===== src/rtl/i2crx_pkg.sv =====
// Package: shared state type for the I2C byte receiver.
// Assumes: one sequencer instance owns the state register.
package i2crx_pkg;
    typedef enum logic [2:0] {
        RX_IDLE   = 3'd0,
        RX_LOW    = 3'd1,
        RX_HIGH   = 3'd2,
        RX_HOLD   = 3'd3,
        RX_STOP_A = 3'd4,
        RX_STOP_B = 3'd5
    } rx_state_e;
endpackage


===== src/rtl/i2crx_phase_timer.sv =====
// Phase timer: divides the system clock into SCL half-periods.
// Produces a one-cycle tick on the last cycle of each phase while run is high.
// Assumes: run drops for at least one cycle between unrelated sequences.
module i2crx_phase_timer #(
    parameter int HALF_CYC = 4
) (
    input  logic clk,
    input  logic rst_n,
    input  logic run,
    output logic tick
);
    localparam int CW = (HALF_CYC > 1) ? $clog2(HALF_CYC) : 1;
    localparam logic [CW-1:0] LAST = CW'(HALF_CYC - 1);

    logic [CW-1:0] cnt;

    assign tick = run && (cnt == LAST);

    // Count cycles within the current phase; restart on tick or when idle.
    always_ff @(posedge clk) begin
        if (!rst_n || !run || tick) cnt <= '0;
        else                        cnt <= cnt + 1'b1;
    end


    cnt_range_chk: assert property (@(posedge clk) disable iff (!rst_n)
        cnt <= LAST);
endmodule


===== src/rtl/i2crx_bitcount.sv =====
// Bit counter: loads the per-transfer bit count and flags the last data bit.
// Assumes: a field value of zero stands for a full data word.
module i2crx_bitcount #(
    parameter int DATA_W = 8,
    parameter int CNT_W  = 3
) (
    input  logic             clk,
    input  logic             rst_n,
    input  logic             load,
    input  logic [CNT_W-1:0] field,
    input  logic             step,
    output logic             last
);
    localparam logic [CNT_W:0] FULL = (CNT_W+1)'(DATA_W);

    logic [CNT_W:0] left;

    assign last = (left == (CNT_W+1)'(1));

    // Hold the number of data bits still to be clocked.
    always_ff @(posedge clk) begin
        if (!rst_n)    left <= '0;
        else if (load) left <= (field == '0) ? FULL : {1'b0, field};
        else if (step && left != '0) left <= left - 1'b1;
    end
endmodule


===== src/rtl/i2crx_shifter.sv =====
// Receive shifter: gathers SDA samples MSB first and copies them to the data register.
// Assumes: shift and latch never occur on the same cycle.
module i2crx_shifter #(
    parameter int DATA_W = 8
) (
    input  logic              clk,
    input  logic              rst_n,
    input  logic              shift_en,
    input  logic              bit_in,
    input  logic              latch_en,
    output logic [DATA_W-1:0] data_out
);
    logic [DATA_W-1:0] shreg;

    // Shift one sampled bit in at the low end.
    always_ff @(posedge clk) begin
        if (!rst_n)        shreg <= '0;
        else if (shift_en) shreg <= {shreg[DATA_W-2:0], bit_in};
    end

    // Copy the shift register into the visible data register.
    always_ff @(posedge clk) begin
        if (!rst_n)        data_out <= '0;
        else if (latch_en) data_out <= shreg;
    end
endmodule


===== src/rtl/i2c_rx_term_seq.sv =====
// I2C master receive sequencer with acknowledge control and not-acknowledge termination.
// A data-register read starts a transfer of 1..DATA_W bits, optionally followed by an
// acknowledge clock. Completion clears the active-low pending flag and holds SCL low.
// A stop request from the held state produces the stop condition.
// Assumes: rd_strobe and stop_req are single-cycle pulses; sda_in is synchronous.
module i2c_rx_term_seq #(
    parameter int DATA_W   = 8,
    parameter int CNT_W    = 3,
    parameter int HALF_CYC = 4
) (
    input  logic              clk,
    input  logic              rst_n,
    input  logic              rd_strobe,
    input  logic              stop_req,
    input  logic              ack_en,
    input  logic [CNT_W-1:0]  bit_cnt,
    input  logic              sda_in,
    output logic              scl_o,
    output logic              sda_o,
    output logic [DATA_W-1:0] rx_data,
    output logic              pend_n,
    output logic              irq
);
    import i2crx_pkg::*;

    rx_state_e state;
    logic scl_q, sda_q, pend_q, irq_q;
    logic in_ack, ack_armed;
    logic run, tick, last;
    logic accept_rd, shift_en, step, latch_en;

    assign scl_o  = scl_q;
    assign sda_o  = sda_q;
    assign pend_n = pend_q;
    assign irq    = irq_q;

    // Phase timer runs whenever the bus is being clocked or stopped.
    assign run = (state == RX_LOW) || (state == RX_HIGH) ||
                 (state == RX_STOP_A) || (state == RX_STOP_B);

    // Decode the events that drive the counter and shifter.
    assign accept_rd = rd_strobe && ((state == RX_IDLE) || (state == RX_HOLD));
    assign shift_en  = (state == RX_LOW)  && tick && !in_ack;
    assign step      = (state == RX_HIGH) && tick && !in_ack;
    assign latch_en  = step && last;

    i2crx_phase_timer #(.HALF_CYC(HALF_CYC)) u_timer (
        .clk(clk), .rst_n(rst_n), .run(run), .tick(tick)
    );

    i2crx_bitcount #(.DATA_W(DATA_W), .CNT_W(CNT_W)) u_count (
        .clk(clk), .rst_n(rst_n), .load(accept_rd), .field(bit_cnt),
        .step(step), .last(last)
    );

    i2crx_shifter #(.DATA_W(DATA_W)) u_shift (
        .clk(clk), .rst_n(rst_n), .shift_en(shift_en), .bit_in(sda_in),
        .latch_en(latch_en), .data_out(rx_data)
    );

    // Main sequencer: bus phases, acknowledge slot, pending flag and stop.
    always_ff @(posedge clk) begin
        if (!rst_n) begin
            state     <= RX_IDLE;
            scl_q     <= 1'b1;
            sda_q     <= 1'b1;
            pend_q    <= 1'b1;
            irq_q     <= 1'b0;
            in_ack    <= 1'b0;
            ack_armed <= 1'b0;
        end else begin
            irq_q <= 1'b0;
            case (state)
                RX_IDLE, RX_HOLD: begin
                    if (accept_rd) begin
                        state     <= RX_LOW;
                        scl_q     <= 1'b0;
                        sda_q     <= 1'b1;
                        pend_q    <= 1'b1;
                        in_ack    <= 1'b0;
                        ack_armed <= ack_en;
                    end else if (state == RX_HOLD && stop_req) begin
                        state  <= RX_STOP_A;
                        sda_q  <= 1'b0;
                        pend_q <= 1'b1;
                    end
                end
                RX_LOW: begin
                    if (tick) begin
                        scl_q <= 1'b1;
                        state <= RX_HIGH;
                    end
                end
                RX_HIGH: begin
                    if (tick) begin
                        scl_q <= 1'b0;
                        if (!in_ack && !last) begin
                            state <= RX_LOW;
                        end else if (!in_ack && ack_armed) begin
                            in_ack <= 1'b1;
                            sda_q  <= 1'b0;
                            state  <= RX_LOW;
                        end else begin
                            in_ack <= 1'b0;
                            sda_q  <= 1'b1;
                            pend_q <= 1'b0;
                            irq_q  <= 1'b1;
                            state  <= RX_HOLD;
                        end
                    end
                end
                RX_STOP_A: begin
                    if (tick) begin
                        scl_q <= 1'b1;
                        state <= RX_STOP_B;
                    end
                end
                RX_STOP_B: begin
                    if (tick) begin
                        sda_q <= 1'b1;
                        state <= RX_IDLE;
                    end
                end
                default: state <= RX_IDLE;
            endcase
        end
    end


    hold_scl_low_chk: assert property (@(posedge clk) disable iff (!rst_n)
        !pend_n |-> !scl_o);

    irq_single_chk: assert property (@(posedge clk) disable iff (!rst_n)
        irq |=> !irq);

    irq_with_flag_chk: assert property (@(posedge clk) disable iff (!rst_n)
        irq |-> (!pend_n && sda_o));

    high_sda_stable_chk: assert property (@(posedge clk) disable iff (!rst_n)
        (state == RX_HIGH) |-> $stable(sda_q));

    ack_low_chk: assert property (@(posedge clk) disable iff (!rst_n)
        (in_ack && state == RX_HIGH) |-> !sda_o);

    rx_update_chk: assert property (@(posedge clk) disable iff (!rst_n)
        !$stable(rx_data) |-> $past(state == RX_HIGH));
endmodule


===== config.mk =====
export PLATFORM = sky130hd
export DESIGN_NAME = i2c_rx_term_seq
export DESIGN_NICKNAME = d
export VERILOG_FILES = /design/src/rtl/i2crx_pkg.sv /design/src/rtl/i2crx_phase_timer.sv /design/src/rtl/i2crx_bitcount.sv /design/src/rtl/i2crx_shifter.sv /design/src/rtl/i2c_rx_term_seq.sv
export SDC_FILE = /design/constraint.sdc
export NUM_CORES = 1
export LEC_CHECK = 0
export BUFFER_PORTS_ARGS = -buffer_cell sky130_fd_sc_hd__buf_4
export CAP_MARGIN = 20
export CORE_MARGIN = 2
export CORE_UTILIZATION = 61
export CTS_CLUSTER_DIAMETER = 120
export DETAILED_ROUTE_END_ITERATION = 10
export PLACE_DENSITY_LB_ADDON = 0.05
export SKIP_CTS_REPAIR_TIMING = 1
export SYNTH_ARGS = -nofsm -noshare
export SYNTH_HDL_FRONTEND = slang
export SYNTH_SLANG_ARGS = --single-unit

===== constraint.sdc =====
create_clock -name clk -period 4.2 [get_ports clk]
set_clock_uncertainty 0.2 [all_clocks]
set_input_delay 0.42 -clock clk [delete_from_list [all_inputs] [get_ports clk]]
set_output_delay 0.42 -clock clk [all_outputs]
set_load 0.05 [all_outputs]

Word level (Yosys, flattened, before mapping)

Index checks and enable logic that the tools add are counted.

Register bits: 31
Output and inout port bits: 12
Logic and storage cells: 101
Bits of input ports: 9

Muxes and demuxes: 32
Reduce and logical (&&, ||, !) cells: 37
Bitwise operators: 3
$add $sub $neg: 2
Eq/ne operators: 16

Operators with widths:

| cell                                                                  | number |
|---|---|
| 3-bit 2-to-1 mux                                                      | 6 |
| 1-bit 2-to-1 mux                                                      | 16 |
| 3-bit one-hot mux with 5 select lines                                 | 1 |
| 5-bit AND reduction                                                   | 3 |
| 2-bit != test, second input constant                                  | 7 |
| 4-bit 2-to-1 mux                                                      | 3 |
| 1-bit logical AND                                                     | 11 |
| 4-bit AND reduction                                                   | 2 |
| 3-bit by 2-bit equality test with 1-bit output, second input constant | 2 |
| 3-bit equality test, second input constant                            | 2 |
| 3-bit zero test                                                       | 2 |
| 1-bit logical OR                                                      | 6 |
| 1-bit one-hot mux with 3 select lines                                 | 2 |
| 3-bit nonzero test                                                    | 2 |
| 4-bit by 1-bit equality test with 1-bit output, second input constant | 1 |
| 1-bit zero test                                                       | 4 |
| 2-bit 2-to-1 mux                                                      | 2 |
| 1-bit one-hot mux with 2 select lines                                 | 2 |
| 2-bit nonzero test                                                    | 2 |
| 4-bit nonzero test                                                    | 1 |
| 2-bit OR reduction                                                    | 2 |
| 4-bit OR reduction                                                    | 1 |
| 4-bit by 1-bit subtractor with 4-bit output, second input constant    | 1 |
| 3-bit by 1-bit equality test with 1-bit output, second input constant | 1 |
| 6 further kinds                                                       | 8 |

Longest topological paths before layout

Depth in word-level cells: 10
Depth in mapped cells: 6
Depth with buffers taken out: 6

Modules after synthesis

From an unflattened synthesis, not the netlist that was laid out.

Cells, all modules: 174
Area, all modules: 1,679.1 µm²

By module, submodules not included:

| module            | area each (µm²) | cells an instance | instances | seq. area each (µm²) |
|---|---|---|---|---|
| i2c_rx_term_seq   | 699.4           | 83                | 1         | 180.2 |
| i2crx_shifter     | 608.1           | 51                | 1         | 320.3 |
| i2crx_bitcount    | 287.8           | 34                | 1         | 80.1 |
| i2crx_phase_timer | 83.8            | 6                 | 1         | 40.0 |

Worst setup path before layout

No wires, ideal clock.

Path type: register to register
Start point: register u_count.left[1]
End point: register in_ack
Cell stages (with the launch flop): 7
Path buffers: 0
Data required time: 3.884 ns
Library setup time: 0.116 ns
Arrival time: 1.624 ns
Path slack: 2.260 ns
Period minus slack after synthesis: 1.940 ns
Cell sequence: dfxtp_1 -> inv_1 -> ha_1 -> or3b_4 -> o21ba_4 -> a2111o_1 -> o211a_1

Longest elaborated chain between the ends: 5

Ends and longest elaborated chain:

| element                                        | line                   | RTL |
|---|---|---|
| start, declared                                | i2crx_bitcount.sv:16   | `logic [CNT_W:0] left;` |
| start signal, assigned                         | i2crx_bitcount.sv:23   | `else if (load) left <= (field == '0) ? FULL : {1'b0, field};` |
| start signal, assigned                         | i2crx_bitcount.sv:24   | `else if (step && left != '0) left <= left - 1'b1;` |
| 4-bit by 1-bit equality test with 1-bit output | i2crx_bitcount.sv:18   | `assign last = (left == (CNT_W+1)'(1));` |
| 1-bit zero test                                | i2c_rx_term_seq.sv:97  | `if (!in_ack && !last) begin` |
| 1-bit logical AND                              | i2c_rx_term_seq.sv:97  |  |
| 2-bit != test (no source line)                 | -                      |  |
| 4-bit AND reduction (no source line)           | -                      |  |
| end signal, assigned                           | i2c_rx_term_seq.sv:80  | `in_ack <= 1'b0;` |
| end signal, assigned                           | i2c_rx_term_seq.sv:100 | `in_ack <= 1'b1;` |
| end signal, assigned                           | i2c_rx_term_seq.sv:104 | `in_ack <= 1'b0;` |
| end, declared                                  | i2c_rx_term_seq.sv:28  | `logic in_ack, ack_armed;` |

No other way between the ends.
A chain may end at the register's enable or synchronous reset.

Final worst setup path

Start point: register state[1]
End point: register sda_q, in the netlist sda_o

Longest elaborated chain between the ends: 7
Elaborated cells on any way between the ends: 22
Those cells by class: eq/ne: 9; mux: 2; reduce/logical: 11

Ends and longest elaborated chain:

| element                                                                                                                 | line                                         | RTL |
|---|---|---|
| start, declared                                                                                                         | i2c_rx_term_seq.sv:26                        | `rx_state_e state;` |
| start signal, assigned                                                                                                  | i2c_rx_term_seq.sv:64                        | `state <= RX_IDLE;` |
| start signal, assigned                                                                                                  | i2c_rx_term_seq.sv:76                        | `state <= RX_LOW;` |
| start signal, assigned                                                                                                  | i2c_rx_term_seq.sv:83                        | `state <= RX_STOP_A;` |
| 3-bit by 1-bit equality test with 1-bit output / 3-bit by 2-bit equality test with 1-bit output (equally long branches) | i2c_rx_term_seq.sv:38, i2c_rx_term_seq.sv:73 |  |
| 1-bit logical OR (2 in series)                                                                                          | i2c_rx_term_seq.sv:38                        | `assign run = (state == RX_LOW) \|\| (state == RX_HIGH) \|\|` |
| 1-bit logical OR                                                                                                        | i2c_rx_term_seq.sv:39                        | `(state == RX_STOP_A) \|\| (state == RX_STOP_B);` |
| 1-bit logical AND                                                                                                       | i2crx_phase_timer.sv:17                      | `assign tick = run && (cnt == LAST);` |
| 2-bit != test (no source line)                                                                                          | -                                            |  |
| 5-bit AND reduction (no source line)                                                                                    | -                                            |  |
| end signal, assigned                                                                                                    | i2c_rx_term_seq.sv:66                        | `sda_q <= 1'b1;` |
| end signal, assigned                                                                                                    | i2c_rx_term_seq.sv:78                        | `sda_q <= 1'b1;` |
| end signal, assigned                                                                                                    | i2c_rx_term_seq.sv:84                        | `sda_q <= 1'b0;` |
| end, declared                                                                                                           | i2c_rx_term_seq.sv:27                        | `logic scl_q, sda_q, pend_q, irq_q;` |

Several ways; a longest one is shown, not always the timed one.

==> results.ini <==
[synth]
yosysWarnings=0
synth_ff_type=dfxtp_1
synth_cell_type_count=50
ys_seq_elements=31
synthesis.nets=171
syn_avg_cell_area_um2=10.2
async_flop_share_pct=0
synth.cell_area_um2=1620
netlist_instances=158
synth_edf_count=0
ys_seq_area_share_pct=38.4

[drt]
met1_length_um=1430
ant_nets=0
drt-total-wl_um=3000
wl_met3_um=151
wl_met2_um=1360
firstDrtPassIters=5
maxUsedRoutingLayer=met4
route.vias.total=1207
drt-vias-per-instance=5.89
routedWlPerCell_um=14.6
drc_errors=0
drtIter0Drc=31

[finish]
diodes=0
layout-drive-gt1-share_pct=22.3
fillers=193
final_cell_mix=31 x dfxtp_1, 20 x nor2b_1, 20 x buf_4, 18 x mux2i_1, 7 x o21ai_0
nets=188
synthToLayoutAreaGrowth_pct=11.5
fin_area_um2=1800
final_common_cell=dfxtp_1

[timing]
layout_min_cycle_time_ps=2230
post-route-period-util_pct=53.1
max_slew_margin_pct=46.9
slew_viol_final=0
setup_viol=0
setup_slack_ps=1970
tightest_slew_ps=796
finalSetupTns_ps=0
fmax_mhz=449
hold_violations=0
rsz0062_at_grt=no

[power_and_ir_drop]
seqPwrFrac_pct=54.6
p_switching_mw=0.157
switching_share_pct=27.3
p_per_area_nw_per_um2=319
leakagePower_nw=0.664
clkPwrFrac_pct=31.4
internal_power_mw=0.418
peakVddDrop_v=0.000269
power_frac_comb_pct=14.0

[placement]
routabilityCongestion=0.729
post-dp-hpwl_um=2060
placed_area_um2=1750
numPortBuffers=20
dpl_worst_slack_ps=2000

[cts]
clock_path_buffers=2
clk_pin_slew_ps=100
cts.sinks=31
cts-buffers-inserted=5
cts_tree=yes
cts_root_buf=clkbuf_4
htreeDepth=2
clk_latency_ps=340

[die]
pin_count=21
fp.dieW_um=55.5
die-area_um2=3080
dieHeight_um=55.5
core_area_um2=2500
num_rows=18
start_util_pct=64.7

[global_route]
grt_pass1_vias=1072
globalRouteOverflowTotal=0
antenna_found_initial=0
grt_pass1_wl_um=5060
grtUsageTotal_pct=21.2
grt_max_degree=33

[critical_path]
r2r_start=state[1]$_SDFFE_PN0P_
critPathRequiredTime_ps=4250
worst_setup_path_start_kind=flip-flop
worstPathArrival_ps=2280
worstSetupEndpoint=sda_o$_SDFFE_PN1P_
path_class=reg2reg
end_kind=flip-flop
worstSetupStartpoint=state[1]$_SDFFE_PN0P_
ff2ff_path_depth=4
rr_endpoint=sda_o$_SDFFE_PN1P_
cp_max_fo=18
r2r_slack_ps=1970

[worst_hold_path]
min_path_type=in2reg

[run]
maxCapViolCount=0

[run_status]
status=completed

worst min path at each step:
stage | slack (ps) | endpoint | cells past startpoint | startpoint
after floorplan | 280 | u_shift.shreg[7]$_SDFFE_PN0P_ | 2 | u_shift.shreg[7]$_SDFFE_PN0P_
after global placement | 290 | pend_n$_SDFFE_PN1P_ | 2 | pend_n$_SDFFE_PN1P_
after detailed placement | 300 | pend_n$_SDFFE_PN1P_ | 2 | pend_n$_SDFFE_PN1P_
after CTS | 140 | ack_armed$_SDFFE_PN0N_ | 3 | ack_en
after global routing | 150 | u_count.left[1]$_SDFFE_PN0P_ | 3 | bit_cnt[1]
final | 150 | ack_armed$_SDFFE_PN0N_ | 3 | ack_en
logic make-up (layout without fill, tap and decap cells):
family                     after synthesis  in the layout  synth area share, %
AOI/OAI and AO/OA                       29             29                 14.8
xor gates and xnor gates                 6              6                 3.25
adders and majority gates                4              4                 3.10
buffers and inverters                   14             31                 4.57
DFF                                     31             31                 38.4
muxes                                   19             19                 11.8
and+or+nand+nor                         55             55                 24.1
sequential cells by signal, indices dropped and copies added (netlist names), 2 cells and up:
signal	count
u_shift.data_out	8
u_shift.shreg	8
u_count.left	4
state	3
u_timer.cnt	2
synth_stat cells (all sizes together) (2+ instances only):
cell type   n  share of area, %
clkbuf      4              0.93
nor2b      20               7.7
buf         6               2.7
ha          4               3.1
nor4        3               2.1
nand3       2              0.62
nor2        4              0.93
xnor2       4               2.2
a21oi       4               1.2
o21ba       2               1.6
xor2        2               1.1
nand2       7               1.8
dfxtp      31                38
nor3b       2              0.93
inv         4              0.93
nor3        4               1.9
o211a       2               1.2
a311oi      3               2.0
and3b       2               1.1
or3         2              0.77
or3b        3               1.8
mux2i      18                11
o21ai       7               2.2
cell type report:
type,count,area (um^2),area share [%]
Clock buffer,6,51.3,2.85
Inverter,4,15.0,0.833
Multi-Input combinational cell,113,922,51.2
Tap cell,30,37.5,2.08
Sequential cell,31,621,34.4
Clock inverter,1,5.00,0.278
Timing Repair Buffer,20,150,8.33
metrics by stage:
step	hold slack, ps	instances	utilization [%]	total power, mW
final	153	205	72.1	0.575
after global routing	147	205	72.1	0.601
after CTS	140	205	72.1	0.579
after detailed placement	296	198	69.8	0.401
after global placement	287	198	69.8	0.398
after floorplan	282	158	-	0.382
worst max-delay path, stage by stage (launching register included):
cell and delay (ps):
dfxtp_1 800, xor2_1 190, or3b_1 550, o211a_1 170, o311ai_1 220
per-layer routing:
metal / global-route usage [%] / vias to the layer above
li1: - / 606
met1: 28.8 / 555
met2: 30.8 / 39
met3: 5.15 / 7
met4: 11.5 / 0
met5: 0 / -
power groups by stage:
stage	Combinational [mW]	Sequential [mW]	Clock, mW
floorplan	0.0574	0.324	0
CTS	0.0806	0.314	0.184
global route	0.0880	0.316	0.197
detailed placement	0.0802	0.321	0
global placement	0.0780	0.320	0
finish	0.0807	0.314	0.181
Power figures use the tool's default switching activity.
